[src/rtl/sdac_front.sv]
module sdac_front #(
  parameter int CODE_W      = 16,
  parameter int SEG_BITS    = 4,
  parameter int MODE_W      = 2,
  parameter int PAD_W       = 6,
  parameter int SYNC_STAGES = 2
) (
  input  logic                                 clk,
  input  logic                                 rst_n,
  input  logic                                 mid_scale,
  input  logic                                 sel_n,
  input  logic                                 sck,
  input  logic                                 sdi,
  output logic [CODE_W-1:0]                    code,
  output logic [MODE_W-1:0]                    mode,
  output logic                                 upd,
  output logic [(1<<SEG_BITS)-2:0]             seg_en,
  output logic [CODE_W-SEG_BITS-1:0]           ladder
);
  localparam int WORD_W   = PAD_W + MODE_W + CODE_W;
  localparam int LADDER_W = CODE_W - SEG_BITS;
  localparam int SEG_N    = (1 << SEG_BITS) - 1;
  localparam int CNT_W    = $clog2(WORD_W + 1);
  localparam logic [CNT_W-1:0] LAST = CNT_W'(WORD_W - 1);

  logic [SYNC_STAGES-1:0] sel_sy, sck_sy, sdi_sy;
  logic                   sel_d, sck_d;
  logic                   armed;
  logic [CNT_W-1:0]       cnt;
  logic [WORD_W-2:0]      shreg;

  always_ff @(posedge clk) begin
    if (!rst_n) begin
      sel_sy <= '1;
      sck_sy <= '1;
      sdi_sy <= '0;
      sel_d  <= 1'b1;
      sck_d  <= 1'b1;
    end else begin
      sel_sy <= {sel_sy[SYNC_STAGES-2:0], sel_n};
      sck_sy <= {sck_sy[SYNC_STAGES-2:0], sck};
      sdi_sy <= {sdi_sy[SYNC_STAGES-2:0], sdi};
      sel_d  <= sel_sy[SYNC_STAGES-1];
      sck_d  <= sck_sy[SYNC_STAGES-1];
    end
  end

  wire sel_s    = sel_sy[SYNC_STAGES-1];
  wire sdi_s    = sdi_sy[SYNC_STAGES-1];
  wire sck_fall = sck_d & ~sck_sy[SYNC_STAGES-1];
  wire sel_fall = sel_d & ~sel_s;
  wire sel_rise = ~sel_d & sel_s;
  wire [WORD_W-1:0] word_nx = {shreg, sdi_s};

  always_ff @(posedge clk) begin
    if (!rst_n) begin
      armed <= 1'b0;
      cnt   <= '0;
      shreg <= '0;
      upd   <= 1'b0;
      mode  <= '0;
      code  <= mid_scale ? {1'b1, {(CODE_W-1){1'b0}}} : '0;
    end else begin
      upd <= 1'b0;
      if (sel_s) begin
        armed <= 1'b0;
        cnt   <= '0;
        shreg <= '0;
      end else if (sel_fall) begin
        armed <= 1'b1;
        cnt   <= '0;
        shreg <= '0;
      end else if (armed && sck_fall) begin
        if (cnt == LAST) begin
          code  <= word_nx[CODE_W-1:0];
          mode  <= word_nx[CODE_W +: MODE_W];
          upd   <= 1'b1;
          armed <= 1'b0;
          cnt   <= '0;
          shreg <= '0;
        end else begin
          shreg <= word_nx[WORD_W-2:0];
          cnt   <= cnt + 1'b1;
        end
      end
    end
  end

  for (genvar i = 0; i < SEG_N; i++) begin : g_seg
    assign seg_en[i] = code[CODE_W-1 -: SEG_BITS] > SEG_BITS'(i);
  end
  assign ladder = code[LADDER_W-1:0];

  p_upd_pulse_r4: assert property (@(posedge clk) disable iff (!rst_n)
    upd |=> !upd);
  p_code_only_on_upd_r9: assert property (@(posedge clk) disable iff (!rst_n)
    !$stable(code) |-> upd);
  p_mode_only_on_upd_r9: assert property (@(posedge clk) disable iff (!rst_n)
    !$stable(mode) |-> upd);
  p_full_word_r2: assert property (@(posedge clk) disable iff (!rst_n)
    upd |-> ($past(cnt) == LAST));
  p_abort_clears_r5: assert property (@(posedge clk) disable iff (!rst_n)
    sel_rise |=> (cnt == '0) && !armed && !upd);
  p_thermo_count_r7: assert property (@(posedge clk) disable iff (!rst_n)
    $countones(seg_en) == int'(code[CODE_W-1 -: SEG_BITS]));
endmodule

[config.mk]
export PLATFORM = sky130hd
export DESIGN_NAME = sdac_front
export DESIGN_NICKNAME = d
export VERILOG_FILES = /design/src/rtl/sdac_front.sv
export SDC_FILE = /design/constraint.sdc
export NUM_CORES = 1
export LEC_CHECK = 0
export BUFFER_PORTS_ARGS = -buffer_cell sky130_fd_sc_hd__clkbuf_2
export CORE_ASPECT_RATIO = 1.2
export CORE_MARGIN = 2
export CORE_UTILIZATION = 58
export CTS_BUF_LIST = sky130_fd_sc_hd__clkbuf_8
export DETAILED_ROUTE_END_ITERATION = 10
export PLACE_DENSITY = 0.86
export SLEW_MARGIN = 10
export SYNTH_ARGS = -nofsm -noshare
export SYNTH_HDL_FRONTEND = slang
export SYNTH_SLANG_ARGS = --single-unit
[constraint.sdc]
create_clock -name clk -period 5.25 [get_ports clk]
set_input_delay 0.2625 -clock clk [delete_from_list [all_inputs] [get_ports clk]]
set_output_delay 0.2625 -clock clk [all_outputs]
set_load 0.02 [all_outputs]
==> summary.txt, run 1 <==
Outcome - complete, no violations
Worst setup EP type - register
Setup Slack @ Placement - 2.41 ns
Number of violations of the max-capacitance limit - 0
Time the worst path needs with I/O delays and setup - 2.90 ns
Final setup margin - 2.35 ns
H-tree level count - 2
I/O pin count - 52
Antenna Violating Nets Remaining - 0
Worst Path Required - 5.19 ns
Routed WL per cell - 11.9 um
CTS tree - done
DIE WIDTH - 58.1 um
Initial antenna violation count - 0
Buffers added on ports - 51
Clock-pin slew of the registers on the worst-case setup and hold paths - 0.08 ns
Worst-path cell with the longest stage delay - sky130_fd_sc_hd__nand4b_1
CTS Hold Buffers Added - 0
Terminating pin of the worst hold path - sel_sy[0]$_SDFF_PN1_
Routability cong. - 0.762
Maximum frequency from static timing analysis - 0.345 GHz
Later-pin clock latency in the skew report - 0.30 ns
Standard-cell rows - 23
Worst R2R Setup Slack - 2.35 ns
Initial drt markers - 82
GRT Resource Usage Total - 17.6%
Share of post-route cells with drive strength above 1 - 25.2%
Endpoint arrival time on the critical path - 2.84 ns
Tightest Pin Transition - 0.890 ns
Starting density of the core - 60.9%
Via count of the first global-routing pass - 1262
Final core utilization - 69.3%
Via count - 1483
Endpoints failing setup - 0
Capture instance of the worst register-to-register path - code[1]$_SDFFCE_PN0P_
Total die area - 4000 um^2
Startpoint Class - register
Number of iterations in the first detailed-routing pass - 4
Post-CTS setup buffer count - 0
Cells after synthesis - 206
Total Routed Length - 3260 um
Post-synthesis register bit count - 50
Max Buffers Root-to-Sink - 2
Detail-routed via count per cell - 5.39
Largest stage delay on the critical path - 0.71 ns
Setup repair after global routing missed its margin - no
Worst clock skew on the final layout - 0.00610 ns
Sequential cell area fraction in the yosys report - 57.1%
Largest fanout of any net on the critical path - 22
GRT overflow - 0
Headroom to the max-slew limit - 40.4%
Yosys warning count - 0
Setup TNS after final layout - 0 ns
Resize count post-CTS - 0
Final Hold Viols - 0
Standby leakage power - 0.902 nW
Final #Nets - 244
ANT cells - 0
Post-synthesis net count - 213
Inserted Clock Buffers - 5
IR drop worst, VDD - 0.000292 V
WS Path Type - reg -> reg
Layout Area Growth over Synthesis - 13.7%
Chip Height - 68.9 um
Area of the core - 3340 um^2
Biggest area contributors in the synthesized netlist - sky130_fd_sc_hd__dfxtp_1 (33%), sky130_fd_sc_hd__edfxtp_1 (24%), sky130_fd_sc_hd__a21oi_1 (5.7%), sky130_fd_sc_hd__nand2_1 (5.4%), sky130_fd_sc_hd__and2_1 (5.2%)
Number of sinks driven by the clock tree - 50
Period utilization - 55.2%
Summed instance area of the synthesized netlist - 2030 um^2
Ordered cell list for the critical path - ha_1, nand4b_1, nor4_2, nand2b_1
Post-detailed-placement half-perimeter wirelength - 2230 um
Startpoint of the most critical hold path - sel_n
Depth of the most critical reg-to-reg path - 4
Maximum number of pins on one net before global-route repair - 30
Clock root buffer - sky130_fd_sc_hd__clkbuf_8
Crit Reg-Reg Startpoint - cnt[0]$_SDFFE_PP0P_
Tightest Hold Check Type - in -> reg
Final max-slew violation count - 0
Post-synth top area share - 33.5%
Number of cells traversed by the worst hold path - 2
DRC Markers - 0
Synthesized area divided by synthesized cell count - 9.87 um^2
Distinct cell type count after synthesis - 30
Pwr per Cell Area - 336 nW/um^2
Wire length of the first global-routing pass - 5260 um
Largest area contributor in the synthesized netlist - sky130_fd_sc_hd__dfxtp_1
-- metrics by stage --
step           cells  hold slack, ns  total power, W  instance area (um^2)
3_5_place_dp     267           0.402        0.000480                  2180
4_1_cts          275           0.133        0.000784                  2310
2_1_floorplan    206           0.364        0.000466                  2030
5_1_grt          275           0.130        0.000807                  2310
3_3_place_gp     267           0.391        0.000479                  2180
6_report         275           0.141        0.000778                  2310
-- layout by cell type (no fill, tap or decap), types with 5 or more instances in the layout --
cell	instances
sky130_fd_sc_hd__a21oi_1	23
sky130_fd_sc_hd__and2_1	17
sky130_fd_sc_hd__clkbuf_2	51
sky130_fd_sc_hd__clkbuf_8	5
sky130_fd_sc_hd__dfxtp_1	34
sky130_fd_sc_hd__edfxtp_1	16
sky130_fd_sc_hd__nand2_1	29
sky130_fd_sc_hd__nand2b_1	9
sky130_fd_sc_hd__nand3_1	18
-- layer usage --
layer  wire length, um  GRT usage, %  part of all wire (%)
met3               208          6.34                   6.4
met2              1590          29.7                    49
met5                 0             0                     0
met4                61          10.2                   1.9
met1              1410          19.3                    43
-- cells in the mapped netlist --
master,instances
sky130_fd_sc_hd__and3b_1,1
sky130_fd_sc_hd__inv_1,4
sky130_fd_sc_hd__mux2i_1,2
sky130_fd_sc_hd__o21ai_1,3
sky130_fd_sc_hd__and2_1,17
sky130_fd_sc_hd__nor2_1,4
sky130_fd_sc_hd__buf_4,13
sky130_fd_sc_hd__nand2b_1,9
sky130_fd_sc_hd__nand2_1,29
sky130_fd_sc_hd__buf_2,4
sky130_fd_sc_hd__clkbuf_1,10
sky130_fd_sc_hd__a21o_1,1
sky130_fd_sc_hd__a31o_1,1
sky130_fd_sc_hd__nand3_1,18
sky130_fd_sc_hd__nor3_1,1
sky130_fd_sc_hd__or3_1,2
sky130_fd_sc_hd__ha_1,1
sky130_fd_sc_hd__o21ai_0,2
sky130_fd_sc_hd__edfxtp_1,16
sky130_fd_sc_hd__a21oi_1,23
sky130_fd_sc_hd__o21a_1,2
sky130_fd_sc_hd__nand3b_4,1
sky130_fd_sc_hd__or4b_1,2
sky130_fd_sc_hd__o31a_1,1
sky130_fd_sc_hd__nand3b_1,1
sky130_fd_sc_hd__and3_1,1
sky130_fd_sc_hd__nand4b_1,1
sky130_fd_sc_hd__dfxtp_1,34
sky130_fd_sc_hd__mux2_1,1
sky130_fd_sc_hd__nor4_2,1
-- worst max-delay path by stage --
stage / depth (start not counted) / slack [ns] / to / from
after CTS: 4 / 2.38 / code[1]$_SDFFCE_PN0P_ / cnt[0]$_SDFFE_PP0P_
after detailed placement: 4 / 2.41 / code[9]$_SDFFCE_PN0P_ / cnt[0]$_SDFFE_PP0P_
after global placement: 4 / 2.48 / code[9]$_SDFFCE_PN0P_ / cnt[0]$_SDFFE_PP0P_
after global routing: 4 / 2.16 / code[1]$_SDFFCE_PN0P_ / cnt[0]$_SDFFE_PP0P_
after floorplan: 4 / 3.41 / code[0]$_SDFFCE_PN0P_ / cnt[0]$_SDFFE_PP0P_
final: 4 / 2.35 / code[1]$_SDFFCE_PN0P_ / cnt[0]$_SDFFE_PP0P_
-- power breakdown --
part / internal (W) / leakage (nW) / switching, W / total [W]
logic: 0.0000183 / 0.405 / 0.0000380 / 0.0000564
registers: 0.000407 / 0.432 / 0.00000737 / 0.000414
clock network: 0.000188 / 0.0658 / 0.000119 / 0.000307
total: 0.000613 / 0.902 / 0.000165 / 0.000778
-- kinds of logic (layout without fill, tap and decap cells) --
group           Yosys count  after routing  synth area share, %
flops                    50             50                 57.1
compound gates           33             33                 8.86
buf+inv                  31             63                 8.37
fa+ha+maj                 1              1                0.615
mux                       3              3                 1.54
simple gates             88             88                 23.5
-- layout make-up --
cell class	instances	area (um^2)
timing repair buffer	51	255
clock inverter	3	63.8
inverter	4	15.0
multi-input combinational	125	702
clock buffer	5	68.8
fill	265	1030
sequential	50	1160
tap	37	46.3
-- critical path: cells and delay by family, from the launching register on --
kind,cells,cell delay [ns]
simple gates,3,1.92
flops,1,0.40
fa+ha+maj,1,0.21
-- registers in the layout (all words and copies together), names as in the netlist, 2 cells and up --
name,flops
sel_sy,2
sdi_sy,2
shreg,17
cnt,5
code,16
sck_sy,2
mode,2
Note: power is estimated with default switching activity, not from simulation.
==> run 2, diff against run 1 <==
- CORE_UTILIZATION: 58 -> 54
- PLACE_DENSITY: 0.86 -> 0.81
- clock period: 5.25 -> 2.94 ns (I/O delays scaled with it)
==> run 2 against run 1 <==
Net effect: final area shrank 0.92%; worst setup slack lost 1.5 ns; register-to-register slack lost 1.5 ns; die area grew 6.9%; final cell count grew 5.8%; sequential cell count is the same; via count shrank 0.61%; core utilization shrank 6.2 points; first-iteration DRC count shrank 37%.
==> summary.txt, run 2 (synthesis results as in run 1) <==
Routed WL per cell - 11.1 um
Endpoints failing setup - 0
IR drop worst, VDD - 0.000392 V
WS Path Type - reg -> reg
Max Buffers Root-to-Sink - 2
Commonest cells after routing, fill and taps aside - sky130_fd_sc_hd__clkbuf_2 (51), sky130_fd_sc_hd__dfxtp_1 (34), sky130_fd_sc_hd__nand2_1 (29), sky130_fd_sc_hd__a21oi_1 (23), sky130_fd_sc_hd__nand3_1 (18)
GRT overflow - 0
Final Instance Count excl. Fillers - 291
ANT cells - 0
CTS Hold Buffers Added - 0
Time the worst path needs with I/O delays and setup - 2.12 ns
Wire length of the first global-routing pass - 5440 um
Total die area - 4270 um^2
Largest fanout of any net on the critical path - 28
Layout Area Growth over Synthesis - 12.7%
Startpoint of the most critical hold path - sck
Post-CTS setup buffer count - 0
Antenna Violating Nets Remaining - 0
Worst R2R Setup Slack - 0.82 ns
Routability cong. - 0.746
Period utilization - 72.2%
Worst Path Required - 2.88 ns
Starting density of the core - 56.0%
Placed cell count - 283
Depth of the most critical reg-to-reg path - 3
Clock-pin slew of the registers on the worst-case setup and hold paths - 0.09 ns
Setup TNS after final layout - 0 ns
DRC Markers - 0
Total Routed Length - 3240 um
Number of sinks driven by the clock tree - 50
Standby leakage power - 0.882 nW
Terminating pin of the worst hold path - sck_sy[0]$_SDFF_PN1_
Crit. Startpoint - armed$_SDFFE_PP0P_
Final Hold Viols - 0
Outcome - complete, no violations
Buffers added on ports - 51
Most common cell after layout, fill and taps aside - sky130_fd_sc_hd__clkbuf_2
Number of iterations in the first detailed-routing pass - 4
Final setup margin - 0.816 ns
Maximum number of pins on one net before global-route repair - 30
Chip Height - 71.2 um
Headroom to the max-slew limit - 42.9%
Worst clock skew on the final layout - 0.00565 ns
DIE WIDTH - 60.0 um
Crit Reg-Reg Startpoint - armed$_SDFFE_PP0P_
Pwr per Cell Area - 532 nW/um^2
Initial antenna violation count - 0
Share of post-route cells with drive strength above 1 - 25.5%
Maximum frequency from static timing analysis - 0.471 GHz
Via count of the first global-routing pass - 1284
Inserted Clock Buffers - 5
H-tree level count - 2
Total power - 0.00122 W
Endpoint arrival time on the critical path - 2.06 ns
Clock root buffer - sky130_fd_sc_hd__clkbuf_8
Worst setup EP type - register
Resize count post-CTS - 0
Later-pin clock latency in the skew report - 0.30 ns
GRT Resource Usage Total - 16.8%
Capture instance of the worst register-to-register path - code[10]$_SDFFCE_PN0P_
Setup Slack @ Placement - 0.806 ns
Via count - 1474
Post-detailed-placement half-perimeter wirelength - 2160 um
Number of violations of the max-capacitance limit - 0
Top Registers - shreg x17, code x16, cnt x5
Initial drt markers - 52
Final max-slew violation count - 0
CTS tree - done
Tightest Hold Check Type - in -> reg
Standard-cell rows - 24
Final #Nets - 245
I/O pin count - 52
Detail-routed via count per cell - 5.07
Setup repair after global routing missed its margin - no
Tightest Pin Transition - 0.856 ns
Startpoint Class - register
Area of the core - 3630 um^2
Flip-flop count of the largest register, all copies and words added - 17
Number of cells traversed by the worst hold path - 2
Largest reg by FF count - shreg
==> run 2: worst max path at each step <==
stage	slack [ns]	endpoint	cells after the start
floorplan	1.10	code[0]$_SDFFCE_PN0P_	4
global placement	0.87	code[9]$_SDFFCE_PN0P_	3
detailed placement	0.81	code[9]$_SDFFCE_PN0P_	3
CTS	0.80	code[6]$_SDFFCE_PN0P_	3
global route	0.59	code[9]$_SDFFCE_PN0P_	3
finish	0.82	code[10]$_SDFFCE_PN0P_	3
==> run 2: final cells by class <==
cell class	instances	area [um^2]
fillers	301	1340
flip-flops and latches	50	1160
multi-input cells	125	702
repair buffers	52	263
clock buffers	5	68.8
well taps	52	65.1
clock inverters	3	16.3
inverters	4	15.0
==> run 2: power breakdown <==
group / leakage, nW / switching, W / internal [W]
Clock: 0.0416 / 0.000215 / 0.000163
Combinational: 0.409 / 0.0000681 / 0.0000328
Sequential: 0.432 / 0.0000127 / 0.000726
==> run 2: critical path: stages (launching register included) <==
cell and delay (ns):
sky130_fd_sc_hd__dfxtp_1 0.40, sky130_fd_sc_hd__nand3b_4 0.27, sky130_fd_sc_hd__nor4_2 0.45, sky130_fd_sc_hd__nand2b_1 0.63
==> run 2: stage by stage <==
stage	utilization, %	instance area [um^2]	hold slack, ns
after floorplan	-	2030	0.248
after global placement	60.7	2210	0.328
after detailed placement	60.7	2210	0.342
after CTS	63.1	2290	0.0281
after global routing	63.1	2290	0.0263
final	63.1	2290	0.0311
==> run 2: per-layer routing <==
layer | wire (um) | global-route usage [%] | share of wire (%)
met5 | 0 | 0 | 0
met4 | 58 | 6.67 | 1.8
met3 | 157 | 5.42 | 4.8
met2 | 1660 | 29.8 | 51
met1 | 1360 | 17.8 | 42
==> run 3, diff against run 2 <==
- clock period: 2.94 -> 2.1 ns (I/O delays scaled with it)
==> run 3 against run 2 <==
Net effect: global-route usage is 0.39 points lower; largest power group unchanged; sequential cell count stayed put; via count is 2.4% higher; core utilization is 2.8 points higher; highest routed layer unchanged; clock power is 73% higher.
==> summary.txt, run 3 (synthesis results as in run 1) <==
Post-detailed-placement half-perimeter wirelength - 2250 um
Worst-path cell with the longest stage delay - sky130_fd_sc_hd__dfxtp_1
ANT cells - 0
IR drop worst, VDD - 0.000487 V
Worst setup EP type - register
Time the worst path needs with I/O delays and setup - 1.62 ns
Setup repair after global routing missed its margin - no
Top Registers - shreg x17, code x16, cnt x5
Largest reg by FF count - shreg
CTS tree - done
Final setup margin - 0.481 ns
Via count - 1510
DRC Markers - 0
Initial antenna violation count - 0
Chip Height - 71.2 um
Inserted Clock Buffers - 5
Total Routed Length - 3330 um
Area of the core - 3630 um^2
Final #Nets - 254
WS Path Type - reg -> reg
Detail-routed via count per cell - 5.03
Clock-pin slew of the registers on the worst-case setup and hold paths - 0.09 ns
Worst Path Required - 2.10 ns
Ordered cell list for the critical path - ha_1, nand4b_1, nor4_2, nand2b_1, buf_4
Headroom to the max-slew limit - 55.0%
Setup TNS after final layout - 0 ns
GRT Resource Usage Total - 16.4%
Standard-cell rows - 24
Largest fanout of any net on the critical path - 16
Layout Area Growth over Synthesis - 17.6%
Endpoints failing setup - 0
Routability cong. - 0.726
Total die area - 4270 um^2
Number of sinks driven by the clock tree - 50
Number of iterations in the first detailed-routing pass - 4
Final max-slew violation count - 0
H-tree level count - 2
Period utilization - 77.1%
Maximum number of pins on one net before global-route repair - 29
Pwr per Cell Area - 768 nW/um^2
Tightest Pin Transition - 0.674 ns
Buffers added on ports - 51
Final core utilization - 65.8%
Tightest Hold Check Type - in -> reg
Standby leakage power - 0.936 nW
Max Buffers Root-to-Sink - 2
Post-CTS setup buffer count - 0
Final Hold Viols - 0
Endpoint arrival time on the critical path - 1.62 ns
Initial drt markers - 42
Commonest cells after routing, fill and taps aside - sky130_fd_sc_hd__clkbuf_2 (51), sky130_fd_sc_hd__dfxtp_1 (34), sky130_fd_sc_hd__nand2_1 (29), sky130_fd_sc_hd__a21oi_1 (23), sky130_fd_sc_hd__nand3_1 (18)
Worst clock skew on the final layout - 0.00795 ns
Number of cells traversed by the worst hold path - 2
Share of post-route cells with drive strength above 1 - 27.0%
Later-pin clock latency in the skew report - 0.30 ns
Routed WL per cell - 11.1 um
Number of violations of the max-capacitance limit - 0
Starting density of the core - 56.0%
Flip-flop count of the largest register, all copies and words added - 17
DIE WIDTH - 60.0 um
Most common cell after layout, fill and taps aside - sky130_fd_sc_hd__clkbuf_2
Startpoint Class - register
Outcome - complete, no violations
Via count of the first global-routing pass - 1253
Antenna Violating Nets Remaining - 0
Depth of the most critical reg-to-reg path - 5
I/O pin count - 52
Maximum frequency from static timing analysis - 0.618 GHz
Clock root buffer - sky130_fd_sc_hd__clkbuf_8
Setup Slack @ Placement - 0.484 ns
Wire length of the first global-routing pass - 5310 um
Largest stage delay on the critical path - 0.37 ns
GRT overflow - 0
-- run 3: repair_timing --
action                    4_1_cts  5_1_grt
gates resized for setup         0        0
hold endpoints to repair        3        0
hold buffers                    3        0
-- run 3: path summary, 6_finish.rpt --
path	startpoint	endpoint	slack [ns]
worst max-delay path	cnt[0]$_SDFFE_PP0P_	code[1]$_SDFFCE_PN0P_	0.48
worst min-delay path	rst_n	sel_d$_SDFF_PN1_	0.04
worst max register to register	cnt[0]$_SDFFE_PP0P_	code[1]$_SDFFCE_PN0P_	0.48
worst min register to register	sck_sy[0]$_SDFF_PN1_	sck_sy[1]$_SDFF_PN1_	0.41
-- run 3: metal layers --
metal	vias up	track usage (%)	part of all wire [%]
met1	690	18.6	44
met2	49	26.9	49
li1	765	-	-
met3	6	5.05	4.7
met4	0	8.89	2.0
met5	-	0	0
-- run 3: worst max-delay path: cells and delay by family, from the launching register on --
kind,cells,cell delay [ns]
simple gates,3,0.50
flops,1,0.37
buf+inv,1,0.23
fa+ha+maj,1,0.21
-- run 3: report_power, final --
group	switching [W]	total (W)	internal, W
registers	0.0000179	0.00103	0.00102
clock network	0.000303	0.000653	0.000350
logic	0.0000965	0.000149	0.0000522
total	0.000417	0.00184	0.00142
-- run 3: cell type report --
type                    count  area (um^2)
repair buffers             61          338
inverters                   4         15.0
clock inverters             3         41.3
well taps                  52         65.1
multi-input cells         125          702
flip-flops and latches     50         1160
fillers                   297         1240
clock buffers               5         68.8
-- run 3: metrics by stage --
step	cell area, um^2	hold slack (ns)	total power (W)	std cells
after floorplan	2030	0.206	0.00117	206
after global placement	2250	0.289	0.00120	289
after detailed placement	2250	0.296	0.00120	289
after CTS	2390	0.0377	0.00185	300
after global routing	2390	0.0428	0.00191	300
final	2390	0.0403	0.00184	300
